$ cat src/rtl/bmd_pkg.sv
package bmd_pkg;
    localparam int ADDR_W = 24;
    localparam int IO_AW  = 15;
    localparam int WIN_W  = 6;

    typedef enum logic [3:0] {
        RG_NONE = 4'd0,
        RG_MAIN = 4'd1,
        RG_VRAM = 4'd2,
        RG_DICT = 4'd3,
        RG_EXT  = 4'd4,
        RG_BOOT = 4'd5,
        RG_PCG  = 4'd6,
        RG_TEXT = 4'd7,
        RG_CHAR = 4'd8
    } region_e;

    typedef enum logic [1:0] {
        MS_RESET   = 2'd0,
        MS_LOWLIVE = 2'd1,
        MS_FULL    = 2'd2
    } map_state_e;
endpackage

$ cat src/rtl/bmd_regs.sv
module bmd_regs
    import bmd_pkg::*;
#(
    parameter logic [IO_AW-1:0] WIN_PORT = 15'h008C,
    parameter logic [IO_AW-1:0] VID_PORT = 15'h008D,
    parameter logic [IO_AW-1:0] DIC_PORT = 15'h00CE,
    parameter logic [IO_AW-1:0] CHR_PORT = 15'h0274,
    parameter logic [WIN_W-1:0] WIN_RST  = 6'd2
) (
    input  logic             clk,
    input  logic             rst_n,
    input  logic [15:0]      io_addr,
    input  logic             io_wr,
    input  logic [7:0]       io_wdata,
    output logic [7:0]       io_rdata,
    output logic [WIN_W-1:0] win,
    output logic             vid_zero,
    output logic [1:0]       plane,
    output logic [1:0]       dic_page,
    output logic             chr_rom,
    output logic [6:0]       chr_page,
    output map_state_e       map_state
);
    logic [IO_AW-1:0] port;
    logic wr_win, wr_vid, wr_dic, wr_chr;
    logic [WIN_W-1:0] win_q;
    logic [7:0] vid_q, dic_q, chr_q;
    logic [1:0] plane_q;
    map_state_e st_q, st_nx;

    assign port   = io_addr[IO_AW-1:0];
    assign wr_win = io_wr && (port == WIN_PORT);
    assign wr_vid = io_wr && (port == VID_PORT);
    assign wr_dic = io_wr && (port == DIC_PORT);
    assign wr_chr = io_wr && (port == CHR_PORT);

    // register file
    always_ff @(posedge clk) begin
        if (!rst_n) begin
            win_q   <= WIN_RST;
            vid_q   <= 8'h00;
            dic_q   <= 8'h00;
            chr_q   <= 8'h00;
            plane_q <= 2'd0;
        end else begin
            if (wr_win) win_q <= io_wdata[WIN_W-1:0];
            if (wr_vid) begin
                vid_q <= io_wdata;
                if (io_wdata[7:2] == 6'd1) plane_q <= io_wdata[1:0];
            end
            if (wr_dic) dic_q <= io_wdata;
            if (wr_chr) chr_q <= io_wdata;
        end
    end

    // map state register
    always_ff @(posedge clk) begin
        if (!rst_n) st_q <= MS_RESET;
        else        st_q <= st_nx;
    end

    // map state transitions
    always_comb begin
        st_nx = st_q;
        unique case (st_q)
            MS_RESET: begin
                if (wr_vid && io_wdata == 8'h00) st_nx = MS_FULL;      // T_VID_CLEAR
                else if (wr_chr)                 st_nx = MS_LOWLIVE;   // T_CHR_ARM
            end
            MS_LOWLIVE: begin
                if (wr_vid && io_wdata == 8'h00) st_nx = MS_FULL;      // T_VID_CLEAR
            end
            MS_FULL: st_nx = MS_FULL;                                  // T_HOLD
            default: st_nx = MS_RESET;
        endcase
    end

    // read-back
    always_comb begin
        if      (port == WIN_PORT) io_rdata = {{(8-WIN_W){1'b0}}, win_q};
        else if (port == VID_PORT) io_rdata = vid_q;
        else if (port == DIC_PORT) io_rdata = dic_q;
        else if (port == CHR_PORT) io_rdata = chr_q;
        else                       io_rdata = 8'hFF;
    end

    assign win       = win_q;
    assign vid_zero  = (vid_q == 8'h00);
    assign plane     = plane_q;
    assign dic_page  = dic_q[4:3];
    assign chr_rom   = chr_q[7];
    assign chr_page  = chr_q[6:0];
    assign map_state = st_q;

    assert_win_update_R13: assert property (@(posedge clk) disable iff (!rst_n)
        wr_win |=> win_q == $past(io_wdata[WIN_W-1:0]));
    assert_full_sticky_R7: assert property (@(posedge clk) disable iff (!rst_n)
        st_q == MS_FULL |=> st_q == MS_FULL);
    assert_plane_hold_R6: assert property (@(posedge clk) disable iff (!rst_n)
        (wr_vid && io_wdata[7:2] != 6'd1) |=> $stable(plane_q));
    assert_rdata_default_R11: assert property (@(posedge clk) disable iff (!rst_n)
        (port != WIN_PORT && port != VID_PORT && port != DIC_PORT && port != CHR_PORT)
        |-> io_rdata == 8'hFF);
endmodule

$ cat src/rtl/bmd_xlate.sv
module bmd_xlate
    import bmd_pkg::*;
(
    input  logic [ADDR_W-1:0] cpu_addr,
    input  logic              cpu_rd,
    input  logic              cpu_wr,
    input  logic [ADDR_W-1:0] dma_addr,
    input  logic              dma_rd,
    input  logic              dma_wr,
    input  logic [WIN_W-1:0]  win,
    input  logic              vid_zero,
    output logic [ADDR_W-1:0] phys,
    output logic              acc_rd,
    output logic              acc_wr,
    output logic              disp_hit
);
    localparam int LOW_W = ADDR_W - WIN_W;
    localparam logic [WIN_W-1:0] WIN_SLOT = 6'd2;   // 0x080000 >> 18
    localparam logic [6:0]       VID_SLOT = 7'd6;   // 0x0C0000 >> 17

    logic dma_act, in_win, in_vid;

    assign dma_act = dma_rd | dma_wr;
    assign in_win  = cpu_addr[ADDR_W-1:LOW_W] == WIN_SLOT;
    assign in_vid  = cpu_addr[ADDR_W-1:17] == VID_SLOT;

    always_comb begin
        if (dma_act) begin
            phys     = dma_addr;
            acc_rd   = dma_rd;
            acc_wr   = dma_wr;
            disp_hit = 1'b0;
        end else begin
            phys     = in_win ? {win, cpu_addr[LOW_W-1:0]} : cpu_addr;
            acc_rd   = cpu_rd;
            acc_wr   = cpu_wr;
            disp_hit = in_vid && vid_zero && (cpu_rd || cpu_wr);
        end
    end
endmodule

$ cat src/rtl/bmd_region.sv
module bmd_region
    import bmd_pkg::*;
(
    input  logic [ADDR_W-1:0] phys,
    input  logic [1:0]        plane,
    input  logic [1:0]        dic_page,
    input  logic              chr_rom,
    input  logic [6:0]        chr_page,
    input  map_state_e        map_state,
    output region_e           rd_tgt,
    output logic [ADDR_W-1:0] rd_off,
    output region_e           wr_tgt,
    output logic [ADDR_W-1:0] wr_off
);
    logic lo_live, hi_live;
    logic [ADDR_W-1:0] boot_off, pcg_off, text_off;

    assign lo_live  = (map_state != MS_RESET);
    assign hi_live  = (map_state == MS_FULL);
    assign boot_off = {8'h00, phys[15:0]};
    assign pcg_off  = {10'd0, phys[13:0]};
    assign text_off = {11'd0, phys[12:0]};

    always_comb begin
        rd_tgt = RG_NONE;  rd_off = '0;
        wr_tgt = RG_NONE;  wr_off = '0;
        if (phys[23:18] < 6'd3) begin
            rd_tgt = RG_MAIN; rd_off = phys;
            wr_tgt = RG_MAIN; wr_off = phys;
        end else if (phys[23:17] == 7'd6) begin
            rd_tgt = RG_VRAM; rd_off = {5'd0, plane, phys[16:0]};
            wr_tgt = RG_VRAM; wr_off = {5'd0, plane, phys[16:0]};
        end else if (phys[23:16] == 8'h0E) begin
            rd_tgt = RG_DICT; rd_off = {6'd0, dic_page, phys[15:0]};
        end else if (phys[23:16] == 8'h0F) begin
            if (phys[15]) begin
                rd_tgt = RG_BOOT; rd_off = boot_off;
            end else if (phys[14]) begin
                wr_tgt = RG_TEXT; wr_off = text_off;
                if (hi_live) begin
                    rd_tgt = RG_TEXT; rd_off = text_off;
                end else begin
                    rd_tgt = RG_BOOT; rd_off = boot_off;
                end
            end else if (phys[13:12] == 2'b00) begin
                if (lo_live && chr_rom) begin
                    rd_tgt = RG_CHAR; rd_off = {5'd0, chr_page, phys[11:0]};
                end else begin
                    wr_tgt = RG_PCG; wr_off = pcg_off;
                    if (lo_live) begin
                        rd_tgt = RG_PCG;  rd_off = pcg_off;
                    end else begin
                        rd_tgt = RG_BOOT; rd_off = boot_off;
                    end
                end
            end else begin
                wr_tgt = RG_PCG; wr_off = pcg_off;
                if (hi_live) begin
                    rd_tgt = RG_PCG;  rd_off = pcg_off;
                end else begin
                    rd_tgt = RG_BOOT; rd_off = boot_off;
                end
            end
        end else if (phys[23:21] != 3'd0 && phys[23] == 1'b0) begin
            rd_tgt = RG_EXT; rd_off = phys - 24'h200000;
            wr_tgt = RG_EXT; wr_off = phys - 24'h200000;
        end else if (phys[23:16] == 8'hFF) begin
            rd_tgt = RG_BOOT; rd_off = boot_off;
        end
    end
endmodule

$ cat src/rtl/bank_map_decoder.sv
module bank_map_decoder
    import bmd_pkg::*;
#(
    parameter logic [IO_AW-1:0] WIN_PORT = 15'h008C,
    parameter logic [IO_AW-1:0] VID_PORT = 15'h008D,
    parameter logic [IO_AW-1:0] DIC_PORT = 15'h00CE,
    parameter logic [IO_AW-1:0] CHR_PORT = 15'h0274,
    parameter logic [WIN_W-1:0] WIN_RST  = 6'd2
) (
    input  logic        clk,
    input  logic        rst_n,
    input  logic [23:0] cpu_addr,
    input  logic        cpu_rd,
    input  logic        cpu_wr,
    input  logic [23:0] dma_addr,
    input  logic        dma_rd,
    input  logic        dma_wr,
    input  logic [15:0] io_addr,
    input  logic        io_wr,
    input  logic [7:0]  io_wdata,
    output logic [7:0]  io_rdata,
    output logic [3:0]  acc_tgt,
    output logic [23:0] acc_off,
    output logic        acc_we,
    output logic        acc_re,
    output logic        acc_blank,
    output logic        acc_disp
);
    logic [WIN_W-1:0] win;
    logic vid_zero, chr_rom;
    logic [1:0] plane, dic_page;
    logic [6:0] chr_page;
    map_state_e map_state;
    logic [ADDR_W-1:0] phys, rd_off, wr_off;
    logic a_rd, a_wr, disp_hit, odd_chr;
    region_e rd_tgt, wr_tgt, sel_tgt;

    bmd_regs #(
        .WIN_PORT(WIN_PORT), .VID_PORT(VID_PORT), .DIC_PORT(DIC_PORT),
        .CHR_PORT(CHR_PORT), .WIN_RST(WIN_RST)
    ) u_regs (
        .clk(clk), .rst_n(rst_n), .io_addr(io_addr), .io_wr(io_wr),
        .io_wdata(io_wdata), .io_rdata(io_rdata), .win(win), .vid_zero(vid_zero),
        .plane(plane), .dic_page(dic_page), .chr_rom(chr_rom), .chr_page(chr_page),
        .map_state(map_state)
    );

    bmd_xlate u_xlate (
        .cpu_addr(cpu_addr), .cpu_rd(cpu_rd), .cpu_wr(cpu_wr),
        .dma_addr(dma_addr), .dma_rd(dma_rd), .dma_wr(dma_wr),
        .win(win), .vid_zero(vid_zero),
        .phys(phys), .acc_rd(a_rd), .acc_wr(a_wr), .disp_hit(disp_hit)
    );

    bmd_region u_region (
        .phys(phys), .plane(plane), .dic_page(dic_page), .chr_rom(chr_rom),
        .chr_page(chr_page), .map_state(map_state),
        .rd_tgt(rd_tgt), .rd_off(rd_off), .wr_tgt(wr_tgt), .wr_off(wr_off)
    );

    assign odd_chr = (rd_tgt == RG_CHAR) && rd_off[0];
    assign sel_tgt = disp_hit ? RG_NONE : (a_wr ? wr_tgt : rd_tgt);

    always_comb begin
        acc_tgt   = sel_tgt;
        acc_off   = disp_hit ? {7'd0, cpu_addr[16:0]} : (a_wr ? wr_off : rd_off);
        acc_we    = a_wr && !disp_hit && (wr_tgt != RG_NONE);
        acc_re    = a_rd && !a_wr && !disp_hit && (rd_tgt != RG_NONE) && !odd_chr;
        acc_blank = a_rd && !a_wr && !disp_hit && ((rd_tgt == RG_NONE) || odd_chr);
        acc_disp  = disp_hit;
    end

    assert_we_writable_R3: assert property (@(posedge clk) disable iff (!rst_n)
        acc_we |-> (acc_tgt == RG_MAIN || acc_tgt == RG_VRAM || acc_tgt == RG_EXT ||
                    acc_tgt == RG_PCG  || acc_tgt == RG_TEXT));
    assert_disp_no_mem_R5: assert property (@(posedge clk) disable iff (!rst_n)
        acc_disp |-> (!acc_we && !acc_re && acc_tgt == RG_NONE));
    assert_blank_excl_R10: assert property (@(posedge clk) disable iff (!rst_n)
        acc_blank |-> !acc_re);
    assert_dma_no_disp_R12: assert property (@(posedge clk) disable iff (!rst_n)
        (dma_rd || dma_wr) |-> !acc_disp);
endmodule

$ cat config.mk
export PLATFORM = sky130hd
export DESIGN_NAME = bank_map_decoder
export DESIGN_NICKNAME = d
export VERILOG_FILES = /design/src/rtl/bmd_pkg.sv /design/src/rtl/bmd_regs.sv /design/src/rtl/bmd_xlate.sv /design/src/rtl/bmd_region.sv /design/src/rtl/bank_map_decoder.sv
export SDC_FILE = /design/constraint.sdc
export NUM_CORES = 1
export LEC_CHECK = 0
export BUFFER_PORTS_ARGS = -buffer_cell sky130_fd_sc_hd__buf_2
export CAP_MARGIN = 20
export CELL_PAD_IN_SITES_DETAIL_PLACEMENT = 2
export CELL_PAD_IN_SITES_GLOBAL_PLACEMENT = 2
export CORE_MARGIN = 5
export CORE_UTILIZATION = 28
export CTS_CLUSTER_DIAMETER = 100
export DETAILED_ROUTE_END_ITERATION = 16
export GPL_TIMING_DRIVEN = 0
export HOLD_SLACK_MARGIN = 0.15
export PLACE_DENSITY = 0.91
export SETUP_SLACK_MARGIN = 0.5
export SYNTH_ARGS = -nofsm -noshare
export SYNTH_HDL_FRONTEND = slang
export SYNTH_SLANG_ARGS = --single-unit
$ cat constraint.sdc
create_clock -name clk -period 6.7 [get_ports clk]
set_clock_uncertainty 0.2 [all_clocks]
set_input_delay 0.67 -clock clk [delete_from_list [all_inputs] [get_ports clk]]
set_output_delay 0.67 -clock clk [all_outputs]
set_load 0.1 [all_outputs]
== Word level (Yosys, flattened, before mapping) ==
Cells that the tools add are included.
Cells by class
  add/sub/neg operators: 1
  $lt $le $gt $ge: 1
  equality and inequality tests: 16
  mux-type cells: 59
  bitwise gates (word level): 2
  reductions and logical operators: 33
Operators with widths (count)
  $mux 24: 18
  $mux 4: 17
  $eq 15x8->1 const B: 3
  $mux 19: 2
  $mux 8: 4
  $mux 14: 2
  $sub 24x22->24 const B: 1
  $logic_and 1x1->1: 17
  $eq 8x4->1 const B: 2
  $logic_not 8->1: 2
  $mux 16: 1
  $eq 15x10->1 const B: 1
  $mux 15: 1
  $eq 7x3->1 const B: 2
  $mux 2: 6
  $mux 3: 4
  $eq 8x8->1 const B: 1
  $reduce_bool 4->1: 2
  $eq 6x1->1 const B: 1
  $eq 6x2->1 const B: 1
  $lt 6x2->1 const B: 1
  $pmux 2 s3: 1
  $eq 4x4->1 const B: 1
  $logic_not 2->1: 2
  13 further kinds: 19
Storage, ports and cells
  bits in registers: 34
  bits of input ports: 79
  output and inout bits: 40

== Longest topological paths before layout ==
  depth after elaboration: 15
  depth in mapped cells: 11
  depth with buffers taken out: 8

== Hierarchy ==
Synthesis repeated with hierarchy kept, for this count alone.
Unflattened totals
  cells, all modules: 460
  area, all modules: 3608.5 sq um
Modules (own cells, without submodules)
  bmd_regs: instances 1, cells an instance 191, area an instance 1736.7 sq um, sequential area each 680.7 sq um
  bmd_region: instances 1, cells an instance 129, area an instance 882.1 sq um, sequential area each 0.0 sq um
  bank_map_decoder: instances 1, cells an instance 88, area an instance 580.6 sq um, sequential area each 0.0 sq um
  bmd_xlate: instances 1, cells an instance 52, area an instance 409.1 sq um, sequential area each 0.0 sq um

== Least setup slack after synthesis ==
Ideal clock, no wire load.
  path type: input -> output
  start point: in dma_wr
  end point: out acc_off[18]
  arrival time: 6.413 ns
  required time: 5.830 ns
  slack: -0.583 ns
  cell stages on the path: 10
  path buffers: 3
  cells stage by stage: or2_1 buf_4 buf_6 a311oi_1 o22ai_1 nand3b_4 buf_2 nor4_1 a32oi_1 nor2_1
On the way
  longest elaborated chain between the ends: 12
  elaborated cells between the ends (all ways): 29
RTL lines
  from (decl): RTL line bank_map_decoder.sv:17  | input logic dma_wr,
  parallel branches: the longest is 11 deep, another holds $sub 24x22->24
  $mux 24 (*): RTL line bank_map_decoder.sv:66  | acc_off = disp_hit ? {7'd0, cpu_addr[16:0]} : (a_wr ? wr_off : rd_off);
  to (decl): RTL line bank_map_decoder.sv:23  | output logic [23:0] acc_off,
Every way passes the cells marked *.

== Worst setup path after layout ==
  start point: in dma_wr
  end point: out acc_off[8]
On the way
  longest elaborated chain between the ends: 12
  elaborated cells between the ends (all ways): 36
RTL lines (RTL line)
  parallel branches: the longest is 11 deep, another holds $sub 24x22->24
  $mux 24 (*): bank_map_decoder.sv:66
Marked as above.

==> impl_metrics.csv <==
group,metric,value,unit
finish,antenna_cells_inserted,0,
timing,period_needed,4.650,ns
run_status,outcome,"finished clean",
cts,clock_tree.buffer_depth,2,
yosys,avgSynthCellArea,7.284,µm²
timing,layout_setup_ws,2.050,ns
critical_path,worstSetupStartpointType,"primary input",
critical_path,cp.required,5.83,ns
critical_path,timing.setup.critical_path_class,"primary input to output pin",
routing,drt-total-wl,13150,µm
timing,tightestPinTransition,0.8231,ns
finish,layout-drive-gt1-share,30.17,%
floorplan,core-area,0.01014,mm²
cts,cts_resized,0,
routing,num_vias,3553,
power_and_ir_drop,netSwitchingFraction,45.47,%
floorplan,die_h,111.1,µm
yosys,mappedNetlistArea,0.002863,mm²
yosys,synth-main-ff-cell,"sky130_fd_sc_hd__dfxtp_1",
cts,cts.hold.buffers_added,0,
global_route,grt_usage,21.00,%
global_route,grt_antenna_before_repair,0,
routing,route.detailed.drc,0,
critical_path,cp_num_buf_inv,4,
power_and_ir_drop,combinationalPowerShare,42.6,%
timing,maxClockFrequency,215.1,MHz
timing,final.period_utilization,69.40,%
power_and_ir_drop,cellLeakagePower,1.640,nW
finish,layout.filler_cells,1240,
yosys,synthDominantCellAreaShare,23.78,%
routing,detail_route.first_pass.iterations,4,
place,hpwlAfterDp,10760,µm
critical_path,sequence_of_cells_on_the_critical_path,"buf_2, nor2_1, nor2_1, or2_2, buf_2, a21oi_1, a211o_2, o22ai_2, buf_6, a21oi_1, buf_2",
finish,finish.utilization,36.65,%
routing,wl_met2,6784,µm
yosys,synth_top_cells_by_area,"sky130_fd_sc_hd__dfxtp_1 (24%), sky130_fd_sc_hd__mux2i_1 (10%), sky130_fd_sc_hd__nor2_1 (7.9%), sky130_fd_sc_hd__a21oi_1 (6.8%), sky130_fd_sc_hd__nand2_1 (6.8%)",
power_and_ir_drop,power_report.internal_total,0.0003467,W
yosys,synthCells,393,
finish,final_area,0.003716,mm²
place,io_buffer_count,116,
timing,final.setup.tns,0,ns
place,dpl-instance-area,0.003625,mm²
floorplan,initial_utilization,28.24,%
finish,synthToLayoutAreaGrowth,29.81,%
routing,wirelength_met1,5423,µm
routing,via_per_inst,5.441,
critical_path,critPathMaxStageDelay,0.65,ns
yosys,synth_seq_cells,34,
yosys,post_synth_num_cell_types,67,
critical_path,critPathMostFrequentCell,"sky130_fd_sc_hd__buf_2",
routing,detailroute.wirelength.met3,674,µm
routing,first_iter_violations,129,
critical_path,critical-path-slowest-cell,"sky130_fd_sc_hd__nor2_1",
yosys,asyncSetResetFlopFracSynth,0,%
timing,max_transition_margin,44.93,%
run,max_cap_viol,0,
place,place_ws,2.094,ns
power_and_ir_drop,power_density,171.1,mW/mm²
yosys,synth_nets,476,
yosys,yosysWarnings,0,
timing,slew_violations,0,
cts,cts_htree_levels,2,
floorplan,floorplan.rows,37,
critical_path,timing.critical_path.arrival,3.78,ns
global_route,gr-total-overflow,0,
cts,clk_pin_slew_worst_paths,0.07,ns
yosys,synth.yosys.seq_area_share,23.78,%
routing,route.top_layer_used,"met4",
yosys,synth-edff-count,0,
timing,rsz0062_at_grt,"false",
routing,routed_wirelength_normalized_by_instance_count,20.13,µm
timing,report.final.hold_viol_count,0,
critical_path,cell_family_with_the_largest_share_of_critical_path_delay,"compound AO/OA/AOI/OAI gates",
floorplan,io-pin-count,119,
cts,tritoncts,"built",
cts,cts.root.buffer_cell,"sky130_fd_sc_hd__clkbuf_8",
global_route,grt_first_pass_wirelength,21210,µm
finish,final_nets,599,
power_and_ir_drop,vdd_drop_max,0.00007014,V
cts,clock_insertion_delay_worst_skew,0.29,ns
global_route,first_global_vias,3966,
critical_path,highest_fanout_seen_on_the_critical_path,10,
floorplan,die_w,111.1,µm
timing,setup_viol_count_final,0,
power_and_ir_drop,seq_power_share,31.8,%
place,place_congestion,0.8640,
cts,cts_buffers,5,
floorplan,floorplan.die_area,0.01235,mm²
global_route,largest_net_degree_at_the_start_of_global_routing,11,
routing,detail-route-antenna-nets,0,
critical_path,setup.worst_path.end_class,"output pin",
yosys,yosysTopAreaCell,"sky130_fd_sc_hd__dfxtp_1",
power_and_ir_drop,p_sw,0.0002891,W
cts,cts_post_setup_buffers_inserted,0,
cts,clock-sinks,34,
power_and_ir_drop,p_clk_share,25.6,%
worst_hold_path,min_path_type,"flop to flop",
synth_stat cells, drive strengths merged (3+ instances only):
master	instances
inv	9
a21oi	40
or4	4
o31ai	3
nor4	7
dfxtp	34
mux2i	31
or3	3
nand2b	5
a311oi	5
a22oi	3
o211ai	3
nand3	11
ha	4
nand2	52
o22ai	9
nor3	16
nor2b	3
o21ai	20
or2	6
nor2	60
nand3b	3
a211oi	3
clkbuf	12
buf	10
tightest hold or removal path, cell delays in order, from the launching register on:
cell and delay [ns]:
sky130_fd_sc_hd__dfxtp_1 0.31, sky130_fd_sc_hd__nand2_1 0.05, sky130_fd_sc_hd__a21oi_1 0.06
layout make-up:
| type | instances | area, µm² | share of cell area (%) |
|---|---|---|---|
| tap | 136 | 170.2 | 4.579 |
| clock buffer | 7 | 86.33 | 2.323 |
| buffer | 22 | 117.6 | 3.165 |
| multi-input combinational | 328 | 2042 | 54.95 |
| inverter | 9 | 33.78 | 0.9091 |
| clock inverter | 1 | 5.005 | 0.1347 |
| timing repair buffer | 116 | 580.6 | 15.62 |
| sequential | 34 | 680.7 | 18.32 |
logic make-up after synthesis:
| logic type | share of synthesized area, % |
|---|---|
| other cells | 0.1310 |
| compound gates | 25.26 |
| mux | 11.36 |
| fa+ha+maj | 1.748 |
| simple gates | 32.43 |
| buf+inv | 5.288 |
| flops | 23.78 |
through the flow:
step / hold slack (ns) / power, W / cells
6_report: 0.2671 / 0.0006358 / 653
5_1_grt: 0.3121 / 0.0006590 / 653
4_1_cts: 0.2753 / 0.0006383 / 653
3_5_place_dp: 0.2590 / 0.0004767 / 645
3_3_place_gp: 0.2446 / 0.0004704 / 645
2_1_floorplan: 0.2361 / 0.0004041 / 393
layout by cell type, fill, tap and decap left out, types with 5 or more instances in the layout:
cell / n
sky130_fd_sc_hd__nand3_1: 11
sky130_fd_sc_hd__nor2_1: 60
sky130_fd_sc_hd__o22ai_1: 8
sky130_fd_sc_hd__inv_1: 9
sky130_fd_sc_hd__nor3_1: 13
sky130_fd_sc_hd__buf_2: 120
sky130_fd_sc_hd__nand2_1: 52
sky130_fd_sc_hd__a21oi_1: 39
sky130_fd_sc_hd__o21ai_0: 19
sky130_fd_sc_hd__dfxtp_1: 34
sky130_fd_sc_hd__nand2b_1: 5
sky130_fd_sc_hd__nor4_1: 5
sky130_fd_sc_hd__clkbuf_8: 6
sky130_fd_sc_hd__clkbuf_1: 13
sky130_fd_sc_hd__a311oi_1: 5
sky130_fd_sc_hd__mux2i_1: 30
power groups by stage:
stage / logic (W) / registers (W) / clock network [W]
after floorplan: 0.000197 / 0.000207 / 0
after global placement: 0.000264 / 0.000207 / 0
after detailed placement: 0.000270 / 0.000207 / 0
after CTS: 0.000271 / 0.000202 / 0.000165
after global routing: 0.000286 / 0.000202 / 0.000171
final: 0.000271 / 0.000202 / 0.000163
final timing paths:
| path | slack, ns | start | depth (start not counted) | endpoint |
|---|---|---|---|---|
| min | 0.27 | u_regs.dic_q[0]$_SDFFE_PN0P_ | 2 | u_regs.dic_q[0]$_SDFFE_PN0P_ |
| min reg2reg | 0.27 | u_regs.dic_q[0]$_SDFFE_PN0P_ | 2 | u_regs.dic_q[0]$_SDFFE_PN0P_ |
| max | 2.05 | dma_wr | 11 | acc_off[8] |
| max reg2reg | 5.15 | u_regs.map_state[0]$_SDFFE_PN0P_ | 5 | u_regs.map_state[1]$_SDFFE_PN0P_ |
routing by layer:
layer	vias to the layer above	track usage [%]
li1	1689	-
met1	1742	24.58
met2	105	39.12
met3	17	3.111
met4	0	6.569
met5	-	0
registers in the layout, summed over array words and instances, names as in the netlist:
signal            flops
u_regs.win            6
u_regs.plane          2
u_regs.map_state      2
u_regs.dic_q          8
u_regs.vid_q          8
u_regs.chr_q          8
No activity file was read; power rests on OpenSTA's default activity.
